`src/rtl/rowpipe_pkg.sv`:
```
package rowpipe_pkg;
  localparam int DATA_W = 32;
  localparam int REG_W  = 5;

  typedef struct packed {
    logic [DATA_W-1:0] a;
    logic [DATA_W-1:0] b;
    logic [DATA_W-1:0] c;
    logic [DATA_W-1:0] d;
  } quad_t;

  // placeholder cell function applied by one enabled row
  function automatic quad_t row_step(input quad_t x);
    quad_t y;
    y.a = x.a + x.b;
    y.b = x.b ^ x.c;
    y.c = x.c + x.d;
    y.d = {x.d[DATA_W-2:0], x.d[DATA_W-1]};
    return y;
  endfunction
endpackage

```
`src/rtl/rowpipe_issue_gate.sv`:
```
module rowpipe_issue_gate #(
  parameter int NUM_ROWS = 8,
  parameter int OP_W     = 4,
  localparam int CNT_W   = $clog2(NUM_ROWS + 1)
) (
  input  logic             clk_i,
  input  logic             rst_ni,
  input  logic             valid_i,
  input  logic [OP_W-1:0]  op_i,
  output logic             ready_o,
  output logic             accept_o,
  output logic [CNT_W-1:0] rows_o
);
  logic [CNT_W-1:0] tail_q;

  always_comb begin
    rows_o   = CNT_W'((int'(op_i) % NUM_ROWS) + 1);
    ready_o  = (rows_o >= tail_q);
    accept_o = valid_i && ready_o;
  end

  // tail_q: cycles left until the youngest result has been delivered
  always_ff @(posedge clk_i or negedge rst_ni) begin
    if (!rst_ni)                tail_q <= '0;
    else if (accept_o)          tail_q <= rows_o;
    else if (tail_q != '0)      tail_q <= tail_q - 1'b1;
  end
endmodule

```
`src/rtl/rowpipe_row.sv`:
```
module rowpipe_row
  import rowpipe_pkg::*;
#(
  parameter int CNT_W = 4
) (
  input  logic             clk_i,
  input  logic             rst_ni,
  input  logic             in_valid_i,
  input  logic [CNT_W-1:0] in_left_i,
  input  quad_t            in_data_i,
  input  logic [REG_W-1:0] in_dst0_i,
  input  logic [REG_W-1:0] in_dst1_i,
  output logic             en_o,
  output logic             done_o,
  output logic             fwd_o,
  output logic [CNT_W-1:0] left_o,
  output quad_t            data_o,
  output logic [REG_W-1:0] dst0_o,
  output logic [REG_W-1:0] dst1_o
);
  always_ff @(posedge clk_i or negedge rst_ni) begin
    if (!rst_ni) begin
      en_o   <= 1'b0;
      left_o <= '0;
      data_o <= '0;
      dst0_o <= '0;
      dst1_o <= '0;
    end else begin
      en_o <= in_valid_i;
      if (in_valid_i) begin
        data_o <= row_step(in_data_i);
        left_o <= in_left_i;
        dst0_o <= in_dst0_i;
        dst1_o <= in_dst1_i;
      end
    end
  end

  assign done_o = en_o && (left_o == CNT_W'(1));
  assign fwd_o  = en_o && (left_o > CNT_W'(1));
endmodule

```
`src/rtl/rowpipe_wb_sel.sv`:
```
module rowpipe_wb_sel
  import rowpipe_pkg::*;
#(
  parameter int NUM_ROWS = 8
) (
  input  logic [NUM_ROWS-1:0] done_i,
  input  quad_t               data_i [NUM_ROWS],
  input  logic [REG_W-1:0]    dst0_i [NUM_ROWS],
  input  logic [REG_W-1:0]    dst1_i [NUM_ROWS],
  output logic                valid_o,
  output logic [DATA_W-1:0]   res0_o,
  output logic [DATA_W-1:0]   res1_o,
  output logic [REG_W-1:0]    dst0_o,
  output logic [REG_W-1:0]    dst1_o
);
  // issue gate guarantees at most one finishing row
  always_comb begin
    valid_o = |done_i;
    res0_o  = '0;
    res1_o  = '0;
    dst0_o  = '0;
    dst1_o  = '0;
    for (int i = 0; i < NUM_ROWS; i++) begin
      if (done_i[i]) begin
        res0_o |= data_i[i].a;
        res1_o |= data_i[i].b;
        dst0_o |= dst0_i[i];
        dst1_o |= dst1_i[i];
      end
    end
  end
endmodule

```
`src/rtl/rowpipe_ctrl.sv`:
```
module rowpipe_ctrl
  import rowpipe_pkg::*;
#(
  parameter int NUM_ROWS = 8,
  parameter int OP_W     = 4
) (
  input  logic                clk_i,
  input  logic                rst_ni,
  input  logic                issue_valid_i,
  output logic                issue_ready_o,
  input  logic [OP_W-1:0]     issue_op_i,
  input  logic                issue_long_i,
  input  logic [DATA_W-1:0]   issue_src0_i,
  input  logic [DATA_W-1:0]   issue_src1_i,
  input  logic [DATA_W-1:0]   issue_src2_i,
  input  logic [DATA_W-1:0]   issue_src3_i,
  input  logic [REG_W-1:0]    issue_dst0_i,
  input  logic [REG_W-1:0]    issue_dst1_i,
  output logic [NUM_ROWS-1:0] row_en_o,
  output logic                res_valid_o,
  output logic [DATA_W-1:0]   res0_o,
  output logic [DATA_W-1:0]   res1_o,
  output logic [REG_W-1:0]    res_dst0_o,
  output logic [REG_W-1:0]    res_dst1_o
);
  localparam int CNT_W = $clog2(NUM_ROWS + 1);

  logic             accept;
  logic [CNT_W-1:0] issue_rows;
  quad_t            issue_quad;

  logic [NUM_ROWS-1:0] row_done;
  logic [NUM_ROWS-1:0] row_fwd;
  logic [CNT_W-1:0]    row_left [NUM_ROWS];
  quad_t               row_data [NUM_ROWS];
  logic [REG_W-1:0]    row_dst0 [NUM_ROWS];
  logic [REG_W-1:0]    row_dst1 [NUM_ROWS];
  logic [CNT_W-1:0]    last_left;

  rowpipe_issue_gate #(.NUM_ROWS(NUM_ROWS), .OP_W(OP_W)) i_gate (
    .clk_i   (clk_i),
    .rst_ni  (rst_ni),
    .valid_i (issue_valid_i),
    .op_i    (issue_op_i),
    .ready_o (issue_ready_o),
    .accept_o(accept),
    .rows_o  (issue_rows)
  );

  // short form: upper operand pair forced to zero
  always_comb begin
    issue_quad.a = issue_src0_i;
    issue_quad.b = issue_src1_i;
    issue_quad.c = issue_long_i ? issue_src2_i : '0;
    issue_quad.d = issue_long_i ? issue_src3_i : '0;
  end

  for (genvar r = 0; r < NUM_ROWS; r++) begin : g_row
    logic             in_valid;
    logic [CNT_W-1:0] in_left;
    quad_t            in_data;
    logic [REG_W-1:0] in_dst0;
    logic [REG_W-1:0] in_dst1;

    if (r == 0) begin : g_head
      assign in_valid = accept;
      assign in_left  = issue_rows;
      assign in_data  = issue_quad;
      assign in_dst0  = issue_dst0_i;
      assign in_dst1  = issue_dst1_i;
    end else begin : g_body
      assign in_valid = row_fwd[r-1];
      assign in_left  = row_left[r-1] - 1'b1;
      assign in_data  = row_data[r-1];
      assign in_dst0  = row_dst0[r-1];
      assign in_dst1  = row_dst1[r-1];
    end

    rowpipe_row #(.CNT_W(CNT_W)) i_row (
      .clk_i     (clk_i),
      .rst_ni    (rst_ni),
      .in_valid_i(in_valid),
      .in_left_i (in_left),
      .in_data_i (in_data),
      .in_dst0_i (in_dst0),
      .in_dst1_i (in_dst1),
      .en_o      (row_en_o[r]),
      .done_o    (row_done[r]),
      .fwd_o     (row_fwd[r]),
      .left_o    (row_left[r]),
      .data_o    (row_data[r]),
      .dst0_o    (row_dst0[r]),
      .dst1_o    (row_dst1[r])
    );
  end

  assign last_left = row_left[NUM_ROWS-1];

  rowpipe_wb_sel #(.NUM_ROWS(NUM_ROWS)) i_wb (
    .done_i (row_done),
    .data_i (row_data),
    .dst0_i (row_dst0),
    .dst1_i (row_dst1),
    .valid_o(res_valid_o),
    .res0_o (res0_o),
    .res1_o (res1_o),
    .dst0_o (res_dst0_o),
    .dst1_o (res_dst1_o)
  );
endmodule

```
`config.mk`:
```
export PLATFORM = sky130hd
export DESIGN_NAME = rowpipe_ctrl
export DESIGN_NICKNAME = d
export VERILOG_FILES = /design/src/rtl/rowpipe_pkg.sv /design/src/rtl/rowpipe_issue_gate.sv /design/src/rtl/rowpipe_row.sv /design/src/rtl/rowpipe_wb_sel.sv /design/src/rtl/rowpipe_ctrl.sv
export SDC_FILE = /design/constraint.sdc
export NUM_CORES = 2
export LEC_CHECK = 0
export BUFFER_PORTS_ARGS = -buffer_cell sky130_fd_sc_hd__buf_2
export CAP_MARGIN = 20
export CELL_PAD_IN_SITES_DETAIL_PLACEMENT = 1
export CELL_PAD_IN_SITES_GLOBAL_PLACEMENT = 2
export CORE_MARGIN = 1.5
export CORE_UTILIZATION = 31
export CTS_CLUSTER_SIZE = 20
export DETAILED_ROUTE_END_ITERATION = 10
export GPL_TIMING_DRIVEN = 0
export PLACE_DENSITY = 0.73
export SLEW_MARGIN = 20
export SYNTH_ARGS = -nofsm -noshare
export SYNTH_HDL_FRONTEND = slang
export SYNTH_SLANG_ARGS = --single-unit
```
`constraint.sdc`:
```
create_clock -name clk_i -period 7 [get_ports clk_i]
set_input_delay 1.4 -clock clk_i [delete_from_list [all_inputs] [get_ports clk_i]]
set_output_delay 1.4 -clock clk_i [all_outputs]
set_load 0.02 [all_outputs]
```
---- After elaboration in Yosys (flattened, before gate mapping) ----
Cells that the tools add are included.
word-level totals
  register bits after elaboration ......... 1052
  latch bits .............................. 0
  RAM bits ................................ 0
  memory bits (read-only) ................. 0
  input bits .............................. 146
  logic and storage cells ................. 193
  memories kept ........................... 0
cells by class
  $add $sub $neg .......................... 24
  multipliers ............................. 0
  div/mod/pow operators ................... 0
  $lt $le $gt $ge ......................... 8
  eq/ne operators ......................... 8
  shift operators ......................... 0
  mux-type cells .......................... 36
  bitwise operators ....................... 36
  reduce and logical (&&, ||, !) cells .... 19
operator list
  kind                                                 count
  two-way mux 32 bit                                   18
  adder 32 bit                                         15
  OR 32 bit                                            14
  bitwise XOR 32 bit                                   8
  two-way mux 5 bit                                    16
  OR 5 bit                                             14
  equality test 4 x 1 -> 1 bit, second input constant  8
  subtractor 4 x 1 -> 4 bit, second input constant     8
  > comparator 4 x 1 -> 1 bit, second input constant   7
  logical AND 1 bit                                    16
  two-way mux 4 bit                                    2
  OR reduction 8 bit                                   1
  adder 3 x 1 -> 4 bit, second input constant          1
  greater-or-equal comparator 4 bit                    1
  nonzero test 4 bit                                   1
  nonzero test 2 bit                                   1

---- Logic depth before layout (Yosys ltp) ----
  depth in word-level cells ............... 17
  depth in mapped cells ................... 15

---- By module ----
From an unflattened synthesis, not the netlist that was laid out.
second synthesis, totals
  cells, all modules ...................... 7848
  area, all modules ....................... 76279.4 um^2
modules (own cells, without submodules)
  module                             times used  cells an instance  area an instance (um^2)  seq. area each (um^2)
  rowpipe_row at g_row[4].i_row ...  4           901                8984.9                   3578.4
  rowpipe_row at g_row[0].i_row ...  3           917                9017.4                   3578.4
  rowpipe_row at g_row[3].i_row      1           897                8989.9                   3578.4
  rowpipe_wb_sel                     1           437                3060.4                   0.0
  rowpipe_ctrl                       1           119                834.6                    0.0
  rowpipe_issue_gate                 1           40                 402.9                    100.1

---- Worst setup path before layout ----
OpenSTA, ideal clock, no wires.
  path kind ............................... input-to-reg
  start ................................... in issue_long_i
  end ..................................... reg g_row[0].i_row.data_o[56] (netlist name)
  library setup time ...................... 133 ps
  data arrival time ....................... 4260 ps
  required time ........................... 6867 ps
  slack ................................... 2607 ps
  cell stages on the path ................. 15
  cell sequence ........................... clkbuf_1 > clkbuf_1 > and2_1 > ha_1 > inv_1 > fa_1 > nor2b_1 > o21a_1 > o21ai_0 > a211oi_1 > a311oi_2 > o31a_1 > o21ai_0 > xnor2_1 > o21ai_0
RTL lines
  item                  RTL line            text
  from (decl)           rowpipe_ctrl.sv:12  input logic issue_long_i,
  to (signal assigned)  rowpipe_row.sv:31   data_o <= row_step(in_data_i);
  to (decl)             rowpipe_row.sv:17   output quad_t data_o,

---- Final worst setup path ----
  start ................................... reg g_row[0].i_row.left_o[1]
  end ..................................... out res0_o[24]
between the ends
  longest elaborated chain between the ends .. 17
ends and longest elaborated chain
  item                            RTL line              text
  from (decl)                     rowpipe_row.sv:16     output logic [CNT_W-1:0] left_o,
  from (signal assigned)          rowpipe_row.sv:32     left_o <= in_left_i;
  equality test 4 x 1 -> 1 bit *  rowpipe_row.sv:39     assign done_o = en_o && (left_o == CNT_W'(1));
  logical AND 1 bit *             rowpipe_row.sv:39
  two-way mux 32 bit *            rowpipe_wb_sel.sv:24  if (done_i[i]) begin
  OR 32 bit                       rowpipe_wb_sel.sv:25  res0_o |= data_i[i].a;
  two-way mux 32 bit *            rowpipe_wb_sel.sv:24
  OR 32 bit                       rowpipe_wb_sel.sv:25
  two-way mux 32 bit *            rowpipe_wb_sel.sv:24
  OR 32 bit                       rowpipe_wb_sel.sv:25
  two-way mux 32 bit *            rowpipe_wb_sel.sv:24
  OR 32 bit                       rowpipe_wb_sel.sv:25
  two-way mux 32 bit *            rowpipe_wb_sel.sv:24
  OR 32 bit                       rowpipe_wb_sel.sv:25
  two-way mux 32 bit *            rowpipe_wb_sel.sv:24
  OR 32 bit                       rowpipe_wb_sel.sv:25
  two-way mux 32 bit *            rowpipe_wb_sel.sv:24
  OR 32 bit                       rowpipe_wb_sel.sv:25
  two-way mux 32 bit *            rowpipe_wb_sel.sv:24
  to (decl)                       rowpipe_ctrl.sv:21    output logic [DATA_W-1:0] res0_o,
Mark *: on every way between the ends. The rest lies on a longest branch, timed or not.

==> out/results.ini <==
[synth]
synth_ff_type=dfrtp_1
yosysSeqAreaShare_pct=39.4
yosysTopAreaCellShare_pct=39.4
netlist_area_mm2=0.0668
avgSynthCellArea_um2=8.66
synthTopCellsByArea=dfrtp_1, nand2_1, ha_1, o21ai_0, xnor2_1
yosysWarnings=0
synth_edf_count=0
async_reset_ff_share_pct=100
synth_top_area_cell=dfrtp_1
synth_cell_type_count=97
synth-seq-cells=1052
synthCells=7710
synth.net_count=8357

[global_routing]
antenna_found_initial=40
grt_use_total_pct=31.2
grt_overflow=0
grt_pass1_wl_mm=480
grt_pass1_vias=63104
grt_max_degree=128

[sta]
clock_skew_ns=0.0295
tightest_slew_ns=1.37
setup_tns_ns=0
finalCritPeriodShare_pct=90.6
setup_slack_ns=0.655
setup_viol=0
period_needed_ns=6.35
fmax_mhz=158
slew_violations=0
maxSlewHeadroom_pct=8.56
rsz0062_at_grt=false
hold_viol_final=0

[min_path]
hold_path_depth=2
min_path_type=flop to flop

[floorplan]
dieArea_mm2=0.218
fp.coreArea_mm2=0.214
die_w_um=467
io_pins=230
die_h_um=467
start_util_pct=31.1
num_rows=170

[power]
ir_drop_uv=229
total_power_mw=36.1
p_leak_nw=35.7
powerDensity_mw_per_mm2=471

[routing]
drc=0
wl_per_cell_um=31.3
totalWireLength_mm=346
drtIter0Drc=5901
vias=62291
firstDrtPassIters=10
ant_nets=0
routed_via_density=5.62

[worst_setup_path]
rr_worst_depth=9
cp_max_fo=10
crit_path_start_kind=flop
slowest_stage=clkbuf_1
crit_top_cell=clkbuf_1
crit_chain=inv_1, ha_1, nand2_1, nor3_1, clkbuf_1, clkbuf_1, a221oi_1, nand3_1, buf_2
crit_type=flop to primary output
endpoint_kind=primary output
crit_arrival_ns=4.95
slowest_delay_ns=0.82
worstPathRequired_ns=5.60

[cells_and_area]
fin_util_pct=35.8
finalNetCount=8754
nFillCells=25401
instances_no_fill=11080
drive_above_1_share_pct=7.25
multi_input_area_mm2=0.0384
area_delta_synth_final_pct=14.8
register_area_mm2=0.0263

[clocking]
cts_inserted_buffers=138
clockRootBuffer=clkbuf_16
cts_tree=built
clockBufferDepth=3
numClockSinks=1052
cts.htree.levels=4
post_cts_buffers=0
clk_pin_slew_ns=0.05
cts_hold_buf=0
ctsResizeCount=0
clk_latency_ns=0.83

[placement]
dp_cells=10799
io_buffers=228
place_ws_ns=0.904
dp_hpwl_mm=290
place_congestion=1.03

[run]
drv_cap=0

[run_status]
outcome=completed

==> critical path: cells and delay by family (launching register included) <==
family                   cells  cell delay, ns
buffers and inverters        4            1.98
AND/OR/NAND/NOR              3            1.29
flip-flops                   1            0.37
AO/OA/AOI/OAI                1            0.30
adder cells (fa/ha/maj)      1            0.17
==> state kept, by name (all words and copies together) (netlist names) <==
register	cells
g_row.i_row.dst1_o	40
g_row.i_row.dst0_o	40
g_row.i_row.data_o	928
g_row.i_row.left_o	32
i_gate.tail_q	4
g_row.i_row.en_o	8
==> through the flow <==
step / area (um2) / hold WS (ns)
6_report: 76700 / 0.472
5_1_grt: 76600 / 0.497
4_1_cts: 76600 / 0.478
3_5_place_dp: 71900 / 0.464
3_3_place_gp: 71500 / 0.461
2_1_floorplan: 66800 / 0.443
==> power by group <==
group | switching [mW] | total [mW] | leakage, nW | internal (mW)
clock | 3.01 | 7.43 | 2.30 | 4.42
sequential | 5.13 | 13.2 | 13.9 | 8.10
combinational | 9.52 | 15.4 | 19.5 | 5.92
==> routing by layer <==
layer | global-route usage, % | wire, um
met4 | 15.4 | 19500
met1 | 40.7 | 149000
met2 | 49.0 | 154000
met3 | 6.18 | 24200
met5 | 0 | 64
==> cells in the mapped netlist, types with 171 or more instances <==
master       n
ha_1       486
nand3_1    171
clkbuf_1   316
a21o_1     204
inv_1      177
nor2_1     230
a21oi_1    441
dfrtp_1   1052
o21ai_0    890
nand2_1   1767
xor2_1     197
xnor2_1    475
==> logic make-up (layout without fill, tap and decap cells) <==
kind of cell / after synthesis / count (layout) / share of synthesized area [%]
flops: 1052 / 1052 / 39.4
mux: 49 / 49 / 0.813
simple gates: 2644 / 2644 / 17.0
compound gates: 2242 / 2242 / 21.2
xor+xnor: 672 / 672 / 8.81
other cells: 0 / 25 / 0
fa+ha+maj: 501 / 501 / 9.56
buf+inv: 550 / 1057 / 3.14
==> cell usage in the layout (no fill, tap or decap), types with 16 or more instances in the layout <==
| cell type | synthesis | routed |
|---|---|---|
| and3_1 | 41 | 41 |
| clkbuf_1 | 316 | 340 |
| inv_1 | 177 | 177 |
| or3_1 | 19 | 19 |
| nor3_1 | 54 | 54 |
| nand2b_1 | 55 | 55 |
| and2_1 | 86 | 86 |
| o21bai_1 | 55 | 55 |
| clkbuf_16 | 0 | 144 |
| a222oi_1 | 74 | 74 |
| a21oi_1 | 441 | 441 |
| clkbuf_8 | 0 | 30 |
| dfrtp_1 | 1052 | 1052 |
| a221oi_1 | 80 | 80 |
| nand3_1 | 171 | 171 |
| nor2b_1 | 42 | 42 |
| diode_2 | 0 | 25 |
| mux2_2 | 38 | 38 |
| xnor2_1 | 475 | 475 |
| or4_1 | 16 | 16 |
| a22o_1 | 77 | 77 |
| o21ai_0 | 890 | 890 |
| o211ai_1 | 40 | 40 |
| a211oi_1 | 60 | 60 |
| buf_1 | 44 | 41 |
| a21o_1 | 204 | 204 |
| o21a_1 | 39 | 39 |
| nor2_1 | 230 | 230 |
| o31ai_1 | 57 | 54 |
| a31oi_1 | 50 | 50 |
| nor4_1 | 23 | 23 |
| clkinv_2 | 0 | 17 |
| ha_1 | 486 | 486 |
| nand2_1 | 1767 | 1767 |
| a211o_1 | 16 | 16 |
| xor2_1 | 197 | 197 |
| buf_2 | 3 | 236 |
| nand4_1 | 79 | 79 |
| or2_2 | 17 | 17 |
==> final cells by class <==
cell class	instances	area share [%]
diodes	25	0.0816
plain buffers	371	1.87
clock buffers	204	5.38
clock inverters	46	0.715
inverters	179	0.876
multi-input cells	6108	50.1
flip-flops and latches	1052	34.3
well taps	2838	4.63
repair buffers	257	2.04
==> path summary, 6_finish.rpt <==
check | slack [ns] | from | to
setup / recovery | 0.65 | g_row[0].i_row.left_o[1]$_DFFE_PN0P_ | res0_o[24]
hold / removal | 0.47 | g_row[7].i_row.left_o[1]$_DFFE_PN0P_ | g_row[7].i_row.left_o[1]$_DFFE_PN0P_
setup reg to reg | 2.15 | g_row[3].i_row.left_o[0]$_DFFE_PN0P_ | g_row[4].i_row.left_o[0]$_DFFE_PN0P_
hold reg to reg | 0.47 | g_row[7].i_row.left_o[1]$_DFFE_PN0P_ | g_row[7].i_row.left_o[1]$_DFFE_PN0P_
max in group asynchronous | 3.77 | rst_ni | i_gate.tail_q[2]$_DFFE_PN0P_
min in group asynchronous | 0.52 | rst_ni | g_row[5].i_row.data_o[26]$_DFFE_PN0P_
No activity file was read; power rests on OpenSTA's default activity.
